`src/rtl/rle_expander.sv`:
```
`timescale 1ns/1ps
module rle_expander #(
  parameter int VAL_W = 8,
  parameter int LEN_W = 8,
  parameter int IDX_W = 4
) (
  input  logic             clk,
  input  logic             rst,
  input  logic             in_valid,
  output logic             in_ready,
  input  logic [VAL_W-1:0] in_value,
  input  logic [LEN_W-1:0] in_len,
  input  logic             in_indexed,
  input  logic             tbl_we,
  input  logic [IDX_W-1:0] tbl_addr,
  input  logic [LEN_W-1:0] tbl_data,
  output logic             tbl_accept,
  output logic             out_valid,
  input  logic             out_ready,
  output logic [VAL_W-1:0] out_value
);
  localparam int DEPTH = 1 << IDX_W;

  logic [LEN_W-1:0] len_tbl [DEPTH];
  logic [LEN_W-1:0] rem;
  logic [VAL_W-1:0] cur_val;
  logic             active;
  logic             run_idx;

  wire              last    = active && (rem == '0);
  wire              take    = in_valid && in_ready;
  wire [LEN_W-1:0]  res_len = in_indexed ? len_tbl[in_len[IDX_W-1:0]] : in_len;

  assign in_ready   = !active || (out_ready && last);
  assign tbl_accept = tbl_we && !(active && run_idx);
  assign out_valid  = active;
  assign out_value  = cur_val;

  always_ff @(posedge clk) begin
    if (tbl_accept) len_tbl[tbl_addr] <= tbl_data;
  end

  always_ff @(posedge clk) begin
    if (rst) begin
      active  <= 1'b0;
      rem     <= '0;
      run_idx <= 1'b0;
      cur_val <= '0;
    end else if (take) begin
      active  <= 1'b1;
      cur_val <= in_value;
      run_idx <= in_indexed;
      rem     <= (res_len == '0) ? '0 : res_len - 1'b1;
    end else if (active && out_ready) begin
      if (last) active <= 1'b0;
      else      rem    <= rem - 1'b1;
    end
  end

  AST_ACCEPT_SHOWS: assert property (@(posedge clk) disable iff (rst)
    take |=> out_valid && out_value == $past(in_value));

  AST_ZERO_ONE: assert property (@(posedge clk) disable iff (rst)
    (take && res_len == '0) |=> out_valid && (!out_ready || in_ready));

  AST_NO_EARLY_TAKE: assert property (@(posedge clk) disable iff (rst)
    take |-> (!out_valid || out_ready));

  AST_STALL_HOLD: assert property (@(posedge clk) disable iff (rst)
    (out_valid && !out_ready) |=> out_valid && $stable(out_value));

  AST_RESET_DROP: assert property (@(posedge clk)
    rst |=> !out_valid && in_ready);
endmodule

```
`config.mk`:
```
export PLATFORM = sky130hd
export DESIGN_NAME = rle_expander
export DESIGN_NICKNAME = d
export VERILOG_FILES = /design/src/rtl/rle_expander.sv
export SDC_FILE = /design/constraint.sdc
export NUM_CORES = 1
export LEC_CHECK = 0
export BUFFER_PORTS_ARGS = -buffer_cell sky130_fd_sc_hd__buf_2
export CORE_MARGIN = 10
export CORE_UTILIZATION = 42
export CTS_BUF_LIST = sky130_fd_sc_hd__clkbuf_4
export DETAILED_ROUTE_END_ITERATION = 10
export GPL_ROUTABILITY_DRIVEN = 0
export PLACE_DENSITY = 0.57
export SKIP_CTS_REPAIR_TIMING = 1
export SLEW_MARGIN = 20
export SYNTH_ARGS = -nofsm -noshare
export SYNTH_HDL_FRONTEND = slang
export SYNTH_SLANG_ARGS = --single-unit
```
`constraint.sdc`:
```
create_clock -name clk -period 5.1 [get_ports clk]
set_clock_uncertainty 0.2 [all_clocks]
set_input_delay 0.765 -clock clk [delete_from_list [all_inputs] [get_ports clk]]
set_output_delay 0.765 -clock clk [all_outputs]
set_load 0.005 [all_outputs]
```
# [Word level (Yosys, flattened, before mapping)]
# Memory sizes are Yosys's and may differ from the RTL's.
# Index checks and enable logic that the tools add are counted.
[totals] word_cells=33 memories=1 output_inout_bits=11 ram_bits=128 ff_bits=18
[classes] add_sub_neg=2 mux=10 reduce_logical=15 n_eq_ne=1
[memory_table] memory="len_tbl" words=16 width=8 rd=1 rd_clocked_by_memory_dff=0 write_ports=1 line_no="24" rtl="logic [LEN_W-1:0] len_tbl [DEPTH];"
[op_table] operator="8-bit 2-to-1 mux" count=5
[op_table] operator="8-bit logical NOT" count=2
[op_table] operator="8-bit by 1-bit subtractor with 8-bit output, second input constant" count=2
[op_table] operator="1-bit logical AND" count=6
[op_table] operator="1-bit 2-to-1 mux" count=5
[op_table] operator="2-bit AND reduction" count=2
[op_table] operator="2-bit nonzero test" count=2
[op_table] operator="1-bit logical NOT" count=2
[op_table] operator="2-bit by 1-bit != test with 1-bit output, second input constant" count=1
[op_table] operator="1-bit logical OR" count=1

# [Logic depth before layout (Yosys ltp)]
# Gate-level depths: netlist of run 1.
[logic_depth] depth_word=7 mapped_depth=13 ltp_nobuf=10

# [Worst setup path after synthesis of run 1]
# Ideal clock, no wire load.
[synth_path] kind="in2reg" startpoint="in in_len[1]" endpoint="reg rem[2]" path_buffers=3 path_slack_ns=1.232 t_arrival_ns=3.541 required_time_ns=4.772 cell_stages=13 setup_time_ns=0.128 path_cell_list="buf_2 -> buf_2 -> buf_2 -> mux4_2 -> mux2i_1 -> o21a_1 -> and2_1 -> ha_1 -> inv_1 -> a211o_1 -> o31a_1 -> a222oi_1 -> nor2_1"
[synth_via] elab_chain_cells=5
[synth_lines] element="start: declaration" line_no="12" rtl="input logic [LEN_W-1:0] in_len,"
[synth_lines] element="memory read 16 x 8 bit"
[synth_lines] element="8-bit 2-to-1 mux *" line_no="32" rtl="wire [LEN_W-1:0] res_len = in_indexed ? len_tbl[in_len[IDX_W-1:0]] : in_len;"
[synth_lines] element="8-bit by 1-bit subtractor with 8-bit output / 8-bit logical NOT (equally long branches)" line_no="53" rtl="rem <= (res_len == '0) ? '0 : res_len - 1'b1;"
[synth_lines] element="8-bit 2-to-1 mux *" line_no="53"
[synth_lines] element="8-bit 2-to-1 mux *" line_no="49" rtl="end else if (take) begin"
[synth_lines] element="end signal: assignment" line_no="53"
[synth_lines] element="end signal: assignment" line_no="56" rtl="else rem <= rem - 1'b1;"
[synth_lines] element="end: declaration" line_no="25" rtl="logic [LEN_W-1:0] rem;"
# Every way passes the cells marked *; elsewhere a longest branch is shown, timed or not.
# A chain may end at the register's enable or synchronous reset.

# [Final worst setup path of run 1]
# Same ends and word-level chain as after synthesis.

==> results_dict.tcl, run 1 <==
set metrics [dict create \
    irDropWorstVdd_mv 0.198 \
    fmax_mhz 292 \
    ys.flop_type "edfxtp_1" \
    startpoint_type "input port" \
    cts_buffer_depth 2 \
    synth_edf_count 128 \
    crit_path_end_kind "flip-flop" \
    grt_setup_unrepaired "no" \
    dr.first_iter.drc_count 285 \
    layout-drive-gt1-share 0.272 \
    ys_ff_latch 146 \
    wl_mm 14.4 \
    drv_cap 0 \
    crit_fanout 21 \
    vias_per_cell 5.69 \
    powerDensity_nw_per_um2 338 \
    clkSinkCount 146 \
    setup_slack_ps 1670 \
    avgSynthCellArea_um2 15.8 \
    dp_slack_ps 1060 \
    crit_path_cell_trace "buf_2 -> buf_4 -> mux4_2 -> mux2_2 -> a221oi_2 -> a2bb2o_4 -> o31a_1 -> a222oi_1 -> nor2_1" \
    ys_types 54 \
    synthArstFlopShare 0 \
    worstPathRequired_ps 5330 \
    leakagePower_uw 0.00232 \
    syn_area_um2 6130 \
    die-area_um2 19800 \
    antenna_found_initial 1 \
    area_growth_pct 11.5 \
    grt_pass1_vias 3753 \
    status "finished clean" \
    crit_buf_inv 2 \
    finish.instance_area_um2 6840 \
    hpwl_mm 9.75 \
    rows 44 \
    post_drt_wl_per_cell_um 22.7 \
    worstMarginPinSlew_ps 1110 \
    yosysSeqAreaShare 0.686 \
    port-buffer-count 44 \
    dr.pass1.iters 5 \
    initial_core_util 0.425 \
    placed_cells 604 \
    worstHoldPathType "input port to flip-flop" \
    min_from "in_value[5]" \
    fp.dieW_um 141 \
    overflow 0 \
    setup_viol 0 \
    grt_usage 0.151 \
    netlist_instances 389 \
    crit_family "compound AO/OA/AOI/OAI gates" \
    cts_tree "built" \
    hold_viol 0 \
    grt_max_degree 27 \
    path_class "input port to flip-flop" \
    num_vias 3626 \
    clockRootBuffer "clkbuf_4" \
    numCtsBuffers 17 \
    nets 477 \
    crit_start "in_len[1]" \
    power.total_uw 2310 \
    slew_headroom 0.259 \
    drc 0 \
    yosys_warnings 0 \
    die_h_um 141 \
    syn_nets 427 \
    clock_latency_ps 550 \
    fin_crit_sh 0.672 \
    ios 45 \
    crit_path_max_incr_delay_ps 540 \
    cp.arrival_ps 3660 \
    r2r_start "rem[2]" \
    antenna_left 0 \
    grt_pass1_wl_mm 22.5 \
    cp_slowest_cell "buf_2" \
    fin_crit_ps 3430 \
    drv_slew 0 \
    core_um2 14400 \
    tns_ps 0 \
    final_cells 637 \
    htree_levels 4 \
    path_clk_slew_ps 120 \
    placed_area_um2 6550 \
]
==> cells by family after synthesis <==
family                     Yosys count  share of synthesized area
muxes                               45                      0.129
buffers and inverters               29                     0.0198
AOI/OAI and AO/OA                   65                     0.0780
adders and majority gates            4                    0.00817
xor gates and xnor gates             3                    0.00429
and+or+nand+nor                     97                     0.0745
DFF                                146                      0.686
==> sequential cells by signal (all words and copies together) (netlist names) <==
| name | flops |
|---|---|
| len_tbl | 128 |
| out_value | 8 |
| rem | 8 |
| out_valid | 1 |
| run_idx | 1 |
==> per-stage QoR <==
stage / hold WS (ps) / util
final: 249 / 0.474
after global routing: 199 / 0.474
after CTS: 196 / 0.473
after detailed placement: 248 / 0.454
after global placement: 239 / 0.454
after floorplan: 234 / -
==> tightest hold or removal path, delay by kind of cell <==
family | cells | cell delay [ps]
AO/OA/AOI/OAI | 1 | 50
buffers and inverters | 1 | 100
AND/OR/NAND/NOR | 1 | 50
==> cells in the mapped netlist (2+ instances only) <==
cell         n  area (µm²)
edfxtp_1   128        3840
nand2_1     35         131
mux4_2      27         608
nor2_1      21        78.8
a21oi_1     18        90.1
dfxtp_1     18         360
mux2i_1     14         140
inv_1       11        41.3
clkbuf_1     9        33.8
nor3_1       8        40.0
o21ai_0      8        40.0
buf_2        7        35.0
nand2b_1     7        43.8
nand3_1      6        30.0
a22oi_1      4        30.0
ha_1         4        50.1
mux2_2       4        45.0
o221ai_1     4        35.0
a211oi_1     3        22.5
a21o_1       3        22.5
a2bb2oi_1    3        26.3
nand3b_1     3        22.5
nor2b_1      3        18.8
nor4_1       3        18.8
a21boi_0     2        15.0
a31oi_1      2        12.5
and2_1       2        12.5
and3_1       2        12.5
nand4_1      2        12.5
o2111ai_1    2        17.5
o31a_1       2        17.5
xnor2_1      2        17.5
==> placed cells by master, fill, tap and decap left out, drive strengths merged, types with 4 or more instances in the layout <==
cell / netlist / layout
mux2: 4 / 4
inv: 11 / 13
clkbuf: 9 / 19
mux2i: 14 / 14
a22oi: 4 / 4
clkinv: 0 / 5
o221ai: 4 / 4
a21oi: 18 / 18
clkinvlp: 0 / 4
mux4: 27 / 27
edfxtp: 128 / 128
nand3: 6 / 6
ha: 4 / 4
dfxtp: 18 / 18
o21ai: 8 / 8
nor3: 8 / 8
nand2: 35 / 35
nor2: 21 / 21
buf: 9 / 49
nand2b: 7 / 7
==> metal layers <==
layer	up-vias	share of wire	global-route usage
met3	25	0.052	0.0403
met2	106	0.48	0.244
li1	1638	-	-
met4	0	0.019	0.0543
met5	-	0	0
met1	1857	0.44	0.190
==> final cells by class <==
type	instances	area, µm²
Sequential cell	146	4200
Multi-Input combinational cell	214	1820
Antenna cell	1	2.50
Clock buffer	19	143
Fill cell	1229	7590
Clock inverter	13	135
Timing Repair Buffer	49	258
Inverter	11	41.3
Tap cell	184	230
==> path summary, 6_finish.rpt <==
check,end,slack (ps),depth (start not counted)
setup / recovery,rem[2],1670,9
hold / removal,out_value[5],250,3
hold reg to reg,out_value[1],260,2
setup reg to reg,rem[2],1940,6
==> power by group <==
| group | total [µW] | switching [µW] | internal, µW | leakage (µW) |
|---|---|---|---|---|
| registers | 1350 | 18.6 | 1330 | 0.00130 |
| clock network | 713 | 413 | 300 | 0.000143 |
| logic | 254 | 152 | 101 | 0.000870 |
No activity file was read; power rests on OpenSTA's default activity.
==> run 2, diff against run 1 <==
==> constraint.sdc (replaced) <==
create_clock -name clk -period 3.37 [get_ports clk]
set_clock_uncertainty 0.2 [all_clocks]
set_input_delay 0.5055 -clock clk [delete_from_list [all_inputs] [get_ports clk]]
set_output_delay 0.5055 -clock clk [all_outputs]
set_load 0.005 [all_outputs]
==> run 2 against run 1 <==
Against the previous run: global-route usage is 0.40 points lower; power grew 53%; die area unchanged; register-to-register slack got worse by 1500 ps; critical path type is now flip-flop to flip-flop; largest power group unchanged; highest routed layer unchanged.
==> results_dict.tcl, run 2 (same netlist as run 1, synthesis figures left out) <==
set metrics [dict create \
    htree_levels 4 \
    layout-drive-gt1-share 0.297 \
    crit_fanout 3 \
    holdPathStages 3 \
    worstMarginPinSlew_ps 746 \
    cell_internal_pwr_uw 2640 \
    r2r_slack_ps 470 \
    post_drt_wl_per_cell_um 21.2 \
    fp.dieW_um 141 \
    seq_area_um2 4200 \
    crit_path_end_kind "flip-flop" \
    final_common_cell "edfxtp_1" \
    irDropWorstVdd_mv 0.503 \
    p_seq_frac 0.575 \
    grt_pass1_vias 3739 \
    overflow 0 \
    grt_usage 0.147 \
    core_um2 14400 \
    grt_max_degree 21 \
    slew_headroom 0.498 \
    cts_buffer_depth 2 \
    hold_viol 0 \
    antenna_left 0 \
    clkSinkCount 146 \
    wl_mm 14.2 \
    dp_slack_ps 26.7 \
    setup_slack_ps 468 \
    p_clk_frac 0.310 \
    ios 45 \
    drc 0 \
    worstHoldPathType "input port to flip-flop" \
    largest_reg_flops 128 \
    swShare 0.254 \
    numCtsBuffers 17 \
    filler_cell_count 1235 \
    clockRootBuffer "clkbuf_4" \
    setup_viol 0 \
    clock_latency_ps 550 \
    rows 44 \
    regMostFlops "len_tbl" \
    grt_setup_unrepaired "no" \
    startpoint_type "flip-flop" \
    leakagePower_uw 0.00249 \
    hpwl_mm 9.85 \
    area_growth_pct 16.2 \
    status "finished clean" \
    nets 510 \
    antenna_found_initial 1 \
    tns_ps 0 \
    die-area_um2 19800 \
    cp.arrival_ps 3180 \
    path_clk_slew_ps 120 \
    fin_crit_sh 0.861 \
    die_h_um 141 \
    powerDensity_nw_per_um2 497 \
    drv_cap 0 \
    worstPathRequired_ps 3650 \
    path_class "flip-flop to flip-flop" \
    layout_common_cells "edfxtp_1 (128), buf_2 (44), nand2_1 (35), buf_4 (28), mux4_2 (27)" \
    vias_per_cell 5.50 \
    cts_tree "built" \
    dr.first_iter.drc_count 277 \
    num_vias 3682 \
    ff2ff_path_depth 11 \
    fin_crit_ps 2900 \
    fmax_mhz 345 \
    combinationalPowerShare 0.115 \
    dr.pass1.iters 4 \
    multi_input_area_um2 1800 \
    initial_core_util 0.425 \
    grt_pass1_wl_mm 22.0 \
    p_sw_uw 901 \
    port-buffer-count 44 \
    drv_slew 0 \
]
-- run 2: cell count changes in the layout (fill, tap and decap cells not counted), moves of 3 or more --
cell	previous run	this run
nor2_2	3	0
dlygate4sd3_1	0	8
nor2_1	18	21
buf_4	5	28
-- run 2: worst max-delay path: stages (launching register included) --
cell      delay, ps
edfxtp_1        410
mux4_2          460
mux2i_1         170
o21a_1          160
and2_1          160
buf_4           130
ha_1            130
inv_1            60
a221oi_1        430
a311o_1         250
nand3_1         100
a31oi_1         170
-- run 2: area by class of cell --
class | count | area share
clock inverters | 14 | 0.0214
inverters | 11 | 0.00580
flip-flops and latches | 146 | 0.590
repair buffers | 82 | 0.0773
multi-input cells | 214 | 0.253
diodes | 1 | 0.000351
well taps | 184 | 0.0323
clock buffers | 18 | 0.0190
-- run 2: power groups by stage --
stage | clock network [µW] | logic [µW] | registers, µW
after CTS | 1130 | 404 | 2030
after global placement | 0 | 398 | 2070
after floorplan | 0 | 263 | 2070
final | 1100 | 406 | 2030
after global routing | 1220 | 454 | 2040
after detailed placement | 0 | 403 | 2070
-- run 2: path summary, 6_finish.rpt --
path                       from   endpoint
setup / recovery  len_tbl[4][0]     rem[6]
hold / removal         in_valid  out_valid
setup reg to reg  len_tbl[4][0]     rem[6]
hold reg to reg         run_idx    run_idx
-- run 2: through the flow --
stage	hold slack, ps	cells	util	cell area, µm²	total power (µW)
CTS	-59.3	661	0.488	7040	3570
floorplan	234	389	-	6140	2330
detailed placement	243	629	0.468	6750	2480
finish	70.0	670	0.494	7120	3540
global route	37.9	670	0.494	7120	3710
global placement	238	629	0.468	6750	2470
-- run 2: routing by layer --
layer,global-route usage,part of all wire,vias up
met5,0,0,-
li1,-,-,1709
met1,0.184,0.43,1862
met4,0.0489,0.019,0
met3,0.0427,0.056,12
met2,0.237,0.50,99
